$ cat config.mk
export PLATFORM = sky130hd
export DESIGN_NAME = bseq_top
export DESIGN_NICKNAME = d
export VERILOG_FILES = /design/src/rtl/bseq_pkg.sv /design/src/rtl/bseq_ctrl.sv /design/src/rtl/bseq_addr.sv /design/src/rtl/bseq_top.sv
export SDC_FILE = /design/constraint.sdc
export NUM_CORES = 1
export LEC_CHECK = 0
export ABC_CLOCK_PERIOD_IN_PS = 1700
export CAP_MARGIN = 20
export CORE_MARGIN = 2
export CORE_UTILIZATION = 40
export DETAILED_ROUTE_END_ITERATION = 6
export DONT_BUFFER_PORTS = 1
export GPL_TIMING_DRIVEN = 0
export PLACE_DENSITY = 0.6
export SYNTH_ARGS = -nofsm -noshare
export SYNTH_HDL_FRONTEND = slang
export SYNTH_SLANG_ARGS = --single-unit
$ cat constraint.sdc
create_clock -name clk -period 1.7 [get_ports clk]
set_input_delay 0.255 -clock clk [delete_from_list [all_inputs] [get_ports clk]]
set_output_delay 0.255 -clock clk [all_outputs]
set_load 0.02 [all_outputs]
$ cat src/rtl/bseq_pkg.sv
package bseq_pkg;

  // Control-to-datapath strobes for one clock cycle
  typedef struct packed {
    logic loadNow;  // new start address and mode
    logic stepNow;  // advance the burst index
    logic ddrNow;   // rate captured at load
    logic ilvNow;   // order captured at load
  } seqStrobe_t;

endpackage

$ cat src/rtl/bseq_ctrl.sv
module bseq_ctrl
  import bseq_pkg::*;
(
  input  logic       clk,
  input  logic       rst,
  input  logic       ldN,
  input  logic       rdWrN,
  input  logic       sdrDdrN,
  input  logic       burstIlv,
  output seqStrobe_t strobe,
  output logic       beatVld0,
  output logic       beatVld1,
  output logic       beatWr,
  output logic       dqOe,
  output logic       dqDual,
  output logic       turnErr,
  output logic       contErr
);

  logic activeQ, opWrQ, opDdrQ, lastRdQ;
  logic isLoad, isCont, goodCont, badCont, isNoop;

  always_comb begin
    isLoad   = !ldN;
    isCont   = ldN && rdWrN;
    isNoop   = ldN && !rdWrN;
    goodCont = isCont && activeQ;
    badCont  = isCont && !activeQ;
    strobe.loadNow = isLoad;
    strobe.stepNow = goodCont;
    strobe.ddrNow  = !sdrDdrN;
    strobe.ilvNow  = burstIlv;
  end

  always_ff @(posedge clk) begin
    if (rst) begin
      activeQ  <= 1'b0;
      opWrQ    <= 1'b0;
      opDdrQ   <= 1'b0;
      lastRdQ  <= 1'b0;
      beatVld0 <= 1'b0;
      beatVld1 <= 1'b0;
      beatWr   <= 1'b0;
      dqOe     <= 1'b0;
      dqDual   <= 1'b0;
      turnErr  <= 1'b0;
      contErr  <= 1'b0;
    end else begin
      dqOe    <= beatVld0 && !beatWr;
      dqDual  <= beatVld1 && !beatWr;
      turnErr <= isLoad && !rdWrN && lastRdQ;
      contErr <= badCont;
      if (isLoad) begin
        activeQ  <= 1'b1;
        opWrQ    <= !rdWrN;
        opDdrQ   <= !sdrDdrN;
        beatVld0 <= 1'b1;
        beatVld1 <= !sdrDdrN;
        beatWr   <= !rdWrN;
        lastRdQ  <= rdWrN;
      end else if (goodCont) begin
        beatVld0 <= 1'b1;
        beatVld1 <= opDdrQ;
        beatWr   <= opWrQ;
        lastRdQ  <= !opWrQ;
      end else begin
        activeQ  <= 1'b0;
        beatVld0 <= 1'b0;
        beatVld1 <= 1'b0;
        beatWr   <= 1'b0;
        lastRdQ  <= 1'b0;
      end
    end
  end

  // a second beat never comes without the first
  assert_second_beat_R2: assert property (@(posedge clk) disable iff (rst)
    beatVld1 |-> beatVld0);

  // a no-op leaves no beat behind it
  assert_noop_idle_R6: assert property (@(posedge clk) disable iff (rst)
    isNoop |=> !beatVld0 && !beatVld1);

  // an invalid continue issues nothing, so no output enable follows
  assert_bad_cont_R8: assert property (@(posedge clk) disable iff (rst)
    contErr |-> !beatVld0 ##1 !dqOe);

  // a turnaround fault is reported on an issued write
  assert_turn_write_R9: assert property (@(posedge clk) disable iff (rst)
    turnErr |-> beatVld0 && beatWr);

endmodule

$ cat src/rtl/bseq_addr.sv
module bseq_addr
  import bseq_pkg::*;
#(
  parameter int ADDR_W    = 20,
  parameter int BEAT_BITS = 2
) (
  input  logic              clk,
  input  logic              rst,
  input  seqStrobe_t        strobe,
  input  logic [ADDR_W-1:0] addrIn,
  output logic [ADDR_W-1:0] beat0Addr,
  output logic [ADDR_W-1:0] beat1Addr
);

  localparam int HI_W = ADDR_W - BEAT_BITS;
  localparam logic [BEAT_BITS-1:0] ONE = BEAT_BITS'(1);
  localparam logic [BEAT_BITS-1:0] TWO = BEAT_BITS'(2);

  logic [HI_W-1:0]      hiQ, curHi;
  logic [BEAT_BITS-1:0] startQ, idxQ, curStart, nextIdx;
  logic                 ilvQ, ddrQ, curIlv;

  function automatic logic [BEAT_BITS-1:0] orderLow(
    input logic [BEAT_BITS-1:0] s,
    input logic [BEAT_BITS-1:0] k,
    input logic                 ilv);
    return ilv ? (s ^ k) : (s + k);
  endfunction

  always_comb begin
    curHi    = strobe.loadNow ? addrIn[ADDR_W-1:BEAT_BITS] : hiQ;
    curStart = strobe.loadNow ? addrIn[BEAT_BITS-1:0] : startQ;
    curIlv   = strobe.loadNow ? strobe.ilvNow : ilvQ;
    nextIdx  = strobe.loadNow ? '0 : (idxQ + (ddrQ ? TWO : ONE));
  end

  always_ff @(posedge clk) begin
    if (rst) begin
      hiQ       <= '0;
      startQ    <= '0;
      idxQ      <= '0;
      ilvQ      <= 1'b0;
      ddrQ      <= 1'b0;
      beat0Addr <= '0;
      beat1Addr <= '0;
    end else if (strobe.loadNow || strobe.stepNow) begin
      hiQ       <= curHi;
      startQ    <= curStart;
      idxQ      <= nextIdx;
      ilvQ      <= curIlv;
      if (strobe.loadNow) ddrQ <= strobe.ddrNow;
      beat0Addr <= {curHi, orderLow(curStart, nextIdx, curIlv)};
      beat1Addr <= {curHi, orderLow(curStart, nextIdx + ONE, curIlv)};
    end
  end

  // the first beat of a new operation is the loaded address itself
  assert_load_start_R2: assert property (@(posedge clk) disable iff (rst)
    strobe.loadNow |=> beat0Addr == $past(addrIn));

  // a continue keeps the address above the burst window
  assert_hi_stable_R5: assert property (@(posedge clk) disable iff (rst)
    strobe.stepNow |=> beat0Addr[ADDR_W-1:BEAT_BITS] == $past(beat0Addr[ADDR_W-1:BEAT_BITS]));

endmodule

$ cat src/rtl/bseq_top.sv
module bseq_top
  import bseq_pkg::*;
#(
  parameter int ADDR_W    = 20,
  parameter int BEAT_BITS = 2
) (
  input  logic              clk,
  input  logic              rst,
  input  logic              ldN,
  input  logic              rdWrN,
  input  logic              sdrDdrN,
  input  logic              burstIlv,
  input  logic [ADDR_W-1:0] addrIn,
  output logic [ADDR_W-1:0] beatAddr0,
  output logic [ADDR_W-1:0] beatAddr1,
  output logic              beatVld0,
  output logic              beatVld1,
  output logic              beatWr,
  output logic              dqOe,
  output logic              dqDual,
  output logic              turnErr,
  output logic              contErr
);

  seqStrobe_t strobe;

  bseq_ctrl u_ctrl (
    .clk      (clk),
    .rst      (rst),
    .ldN      (ldN),
    .rdWrN    (rdWrN),
    .sdrDdrN  (sdrDdrN),
    .burstIlv (burstIlv),
    .strobe   (strobe),
    .beatVld0 (beatVld0),
    .beatVld1 (beatVld1),
    .beatWr   (beatWr),
    .dqOe     (dqOe),
    .dqDual   (dqDual),
    .turnErr  (turnErr),
    .contErr  (contErr)
  );

  bseq_addr #(.ADDR_W(ADDR_W), .BEAT_BITS(BEAT_BITS)) u_addr (
    .clk       (clk),
    .rst       (rst),
    .strobe    (strobe),
    .addrIn    (addrIn),
    .beat0Addr (beatAddr0),
    .beat1Addr (beatAddr1)
  );

endmodule

==> results.cfg <==
[setup_path]
path_max_fanout = 3
critPathMaxStageDelay_ns = 0.33
slowest_stage = dfxtp_2
critPathBufInv = 2
cp_cell_sequence = inv_1, ha_4, nand2_1, inv_1, ha_2, nor2b_4, nor2b_4, mux2i_1, a221oi_2
critPathArrivalTime_ns = 1.86
critPathLaunchType = flip-flop
worstPathRequired_ns = 1.91
crit_family = adder cells
crit_path_end_kind = flip-flop
crit_type = reg -> reg

[logic_synthesis]
syn_avg_cell_area_um2 = 9.831
synth.top_cells.by_count = dfxtp_1, nor2_1, mux2i_1, buf_4, a21oi_1
mappedNetlistNets = 197
synth_ff_type = dfxtp_1
syn_area_um2 = 1652
synth_edf_count = 0
synthCells = 168
synth-seq-cells = 39
yosysTopAreaCell = dfxtp_1
synth_top_cells_by_area = dfxtp_1, mux2i_1, buf_4, nor2_1, a21oi_1
synth_cell_types = 29
seq_area_frac_synth_pct = 47.27
ys_warn_count = 0
synthArstFlopShare_pct = 0
netlist.area_leader.share_pct = 47.27
yosysMostFrequentCell = dfxtp_1

[run_status]
outcome = completed

[grt]
antenna_found_initial = 0
grt_overflow_total = 0
grt_max_degree = 14
track_usage_pct = 15.48
grt_first_pass_wirelength_um = 5230
first_global_vias = 1127

[place]
globalplace.congestion = 0.7623
port_buffers = 0
place_inst = 218
dpl.hpwl_um = 2408
dp_slack_ns = -0.06019

[sta]
rsz0062_at_grt = yes
setup_tns_ns = 0
hold_viol = 0
tightestPinTransition_ns = 0.5555
min_period_ns = 1.650
fin_ws_ns = 0.05020
final.setup_skew_ns = 0.007585
whs_ns = 0.03278
setup_viol = 0
period_share_pct = 97.05
drv_slew = 0
timing.fmax_ghz = 0.6061
relSlewSlack_pct = 62.97

[clock_tree]
clock_sinks = 39
ctsRootBufferMaster = clkbuf_8
cts_hold_buf = 0
numCtsBuffers = 5
tritoncts = done
clk_latency_ns = 0.29
cts.clk_slew.worst_paths_ns = 0.08
htree_levels = 2
cts_buffer_depth = 2

[pwr]
power.density_nw_per_um2 = 1172
leakagePower_nw = 0.8278
power.total_mw = 2.216
ir_drop_v = 0.0006339

[flow_run]
maxCapViolCount = 0

[route]
wire_per_inst_um = 14.10
vias = 1121
ant_nets = 0
wl_um = 3201
via_per_inst = 4.938
drt_iter0_markers = 31
drc = 0
drtPass1Iterations = 4

[die]
die-area_um2 = 4659
rows = 23
chipWidth_um = 68.26
die_h_um = 68.26
top_level_ports = 73
core-area_um2 = 4000
start_util_pct = 41.29

[layout]
syn_to_final_growth_pct = 14.55
drive_gt1_share_pct = 24.29
diodes = 0
final_nets = 205
fillers = 383
stdcell_count = 227

[hold_path]
min-delay-path-class = in -> reg
what timing repair did:
item / 4_1_cts / 5_1_grt
setup endpoints to repair: 2 / 2
gates resized for setup: 2 / 5
pin swaps: 0 / 3
setup buffers: 0 / 1
final cells by class:
| class | count | area (µm²) | share of cell area [%] |
|---|---|---|---|
| Tap cell | 50 | 62.56 | 3.307 |
| Clock buffer | 5 | 68.82 | 3.638 |
| Sequential cell | 39 | 782.0 | 41.34 |
| Multi-Input combinational cell | 98 | 713.2 | 37.70 |
| Clock inverter | 3 | 67.56 | 3.571 |
| Timing Repair Buffer | 1 | 7.507 | 0.3968 |
| Buffer | 27 | 175.2 | 9.259 |
| Inverter | 4 | 15.01 | 0.7937 |
path summary, 6_finish.rpt:
check                        endpoint          start  cells past startpoint  slack, ns
setup reg to reg  u_addr.beat0Addr[1]    u_addr.ddrQ                      9       0.05
hold reg to reg         u_ctrl.opDdrQ  u_ctrl.opDdrQ                      2       0.45
setup / recovery  u_addr.beat0Addr[1]    u_addr.ddrQ                      9       0.05
hold / removal         u_ctrl.turnErr          rdWrN                      1       0.03
metrics by stage:
step | utilization (%) | area, µm²
finish | 47.29 | 1892
global route | 47.29 | 1892
CTS | 46.61 | 1864
detailed placement | 42.85 | 1714
global placement | 42.85 | 1714
floorplan | - | 1652
cell usage in the layout (no fill, tap or decap), types with 2 or more instances in the layout:
cell type  netlist  layout
a21oi_1         11      11
dfxtp_1         39      38
inv_1            3       3
nor3_1           2       2
nor3b_1          2       2
nand3_1          3       3
buf_4           18      19
nand2b_1         5       5
mux2i_1         21      21
nand2_1          5       5
bufinv_16        0       2
nor2_1          25      25
clkbuf_1         4       4
nor2b_1          4       2
ha_2             0       2
nor2b_4          0       2
clkbuf_8         0       5
xnor2_1          5       5
buf_2            5       5
report_power, final:
group / switching (mW) / internal (mW) / total (mW)
sequential: 0.0888 / 0.967 / 1.06
combinational: 0.140 / 0.119 / 0.259
clock: 0.317 / 0.585 / 0.902
total: 0.546 / 1.67 / 2.22
flip-flops by register name, summed over array words and instances (netlist names):
name and count:
u_addr.beat1Addr 2, u_addr.beat0Addr 2, u_ctrl.lastRdQ 1, u_ctrl.opDdrQ 1
u_addr.hiQ 18, u_ctrl.beatWr 1, u_addr.ilvQ 1, u_addr.idxQ 2
u_ctrl.beatVld0 1, u_ctrl.dqDual 1, u_addr.startQ 2, u_ctrl.opWrQ 1
u_ctrl.turnErr 1, u_ctrl.contErr 1, u_ctrl.activeQ 1, u_ctrl.dqOe 1
u_ctrl.beatVld1 1, u_addr.ddrQ 1
cells by family after synthesis:
logic type / count (synthesis) / synth area share [%]
buffers and inverters: 31 / 11.51
DFF: 39 / 47.27
muxes: 22 / 13.41
and+or+nand+nor: 49 / 13.94
xor gates and xnor gates: 8 / 5.152
adders and majority gates: 3 / 2.273
AOI/OAI and AO/OA: 16 / 6.439
layer usage:
layer / wire length (µm) / part of all wire, % / track usage, %
met2: 1616 / 50 / 26.46
met1: 1250 / 39 / 16.78
met4: 55 / 1.7 / 6.000
met5: 0 / 0 / 0
met3: 278 / 8.7 / 6.743
(Power assumes the default switching activity.)
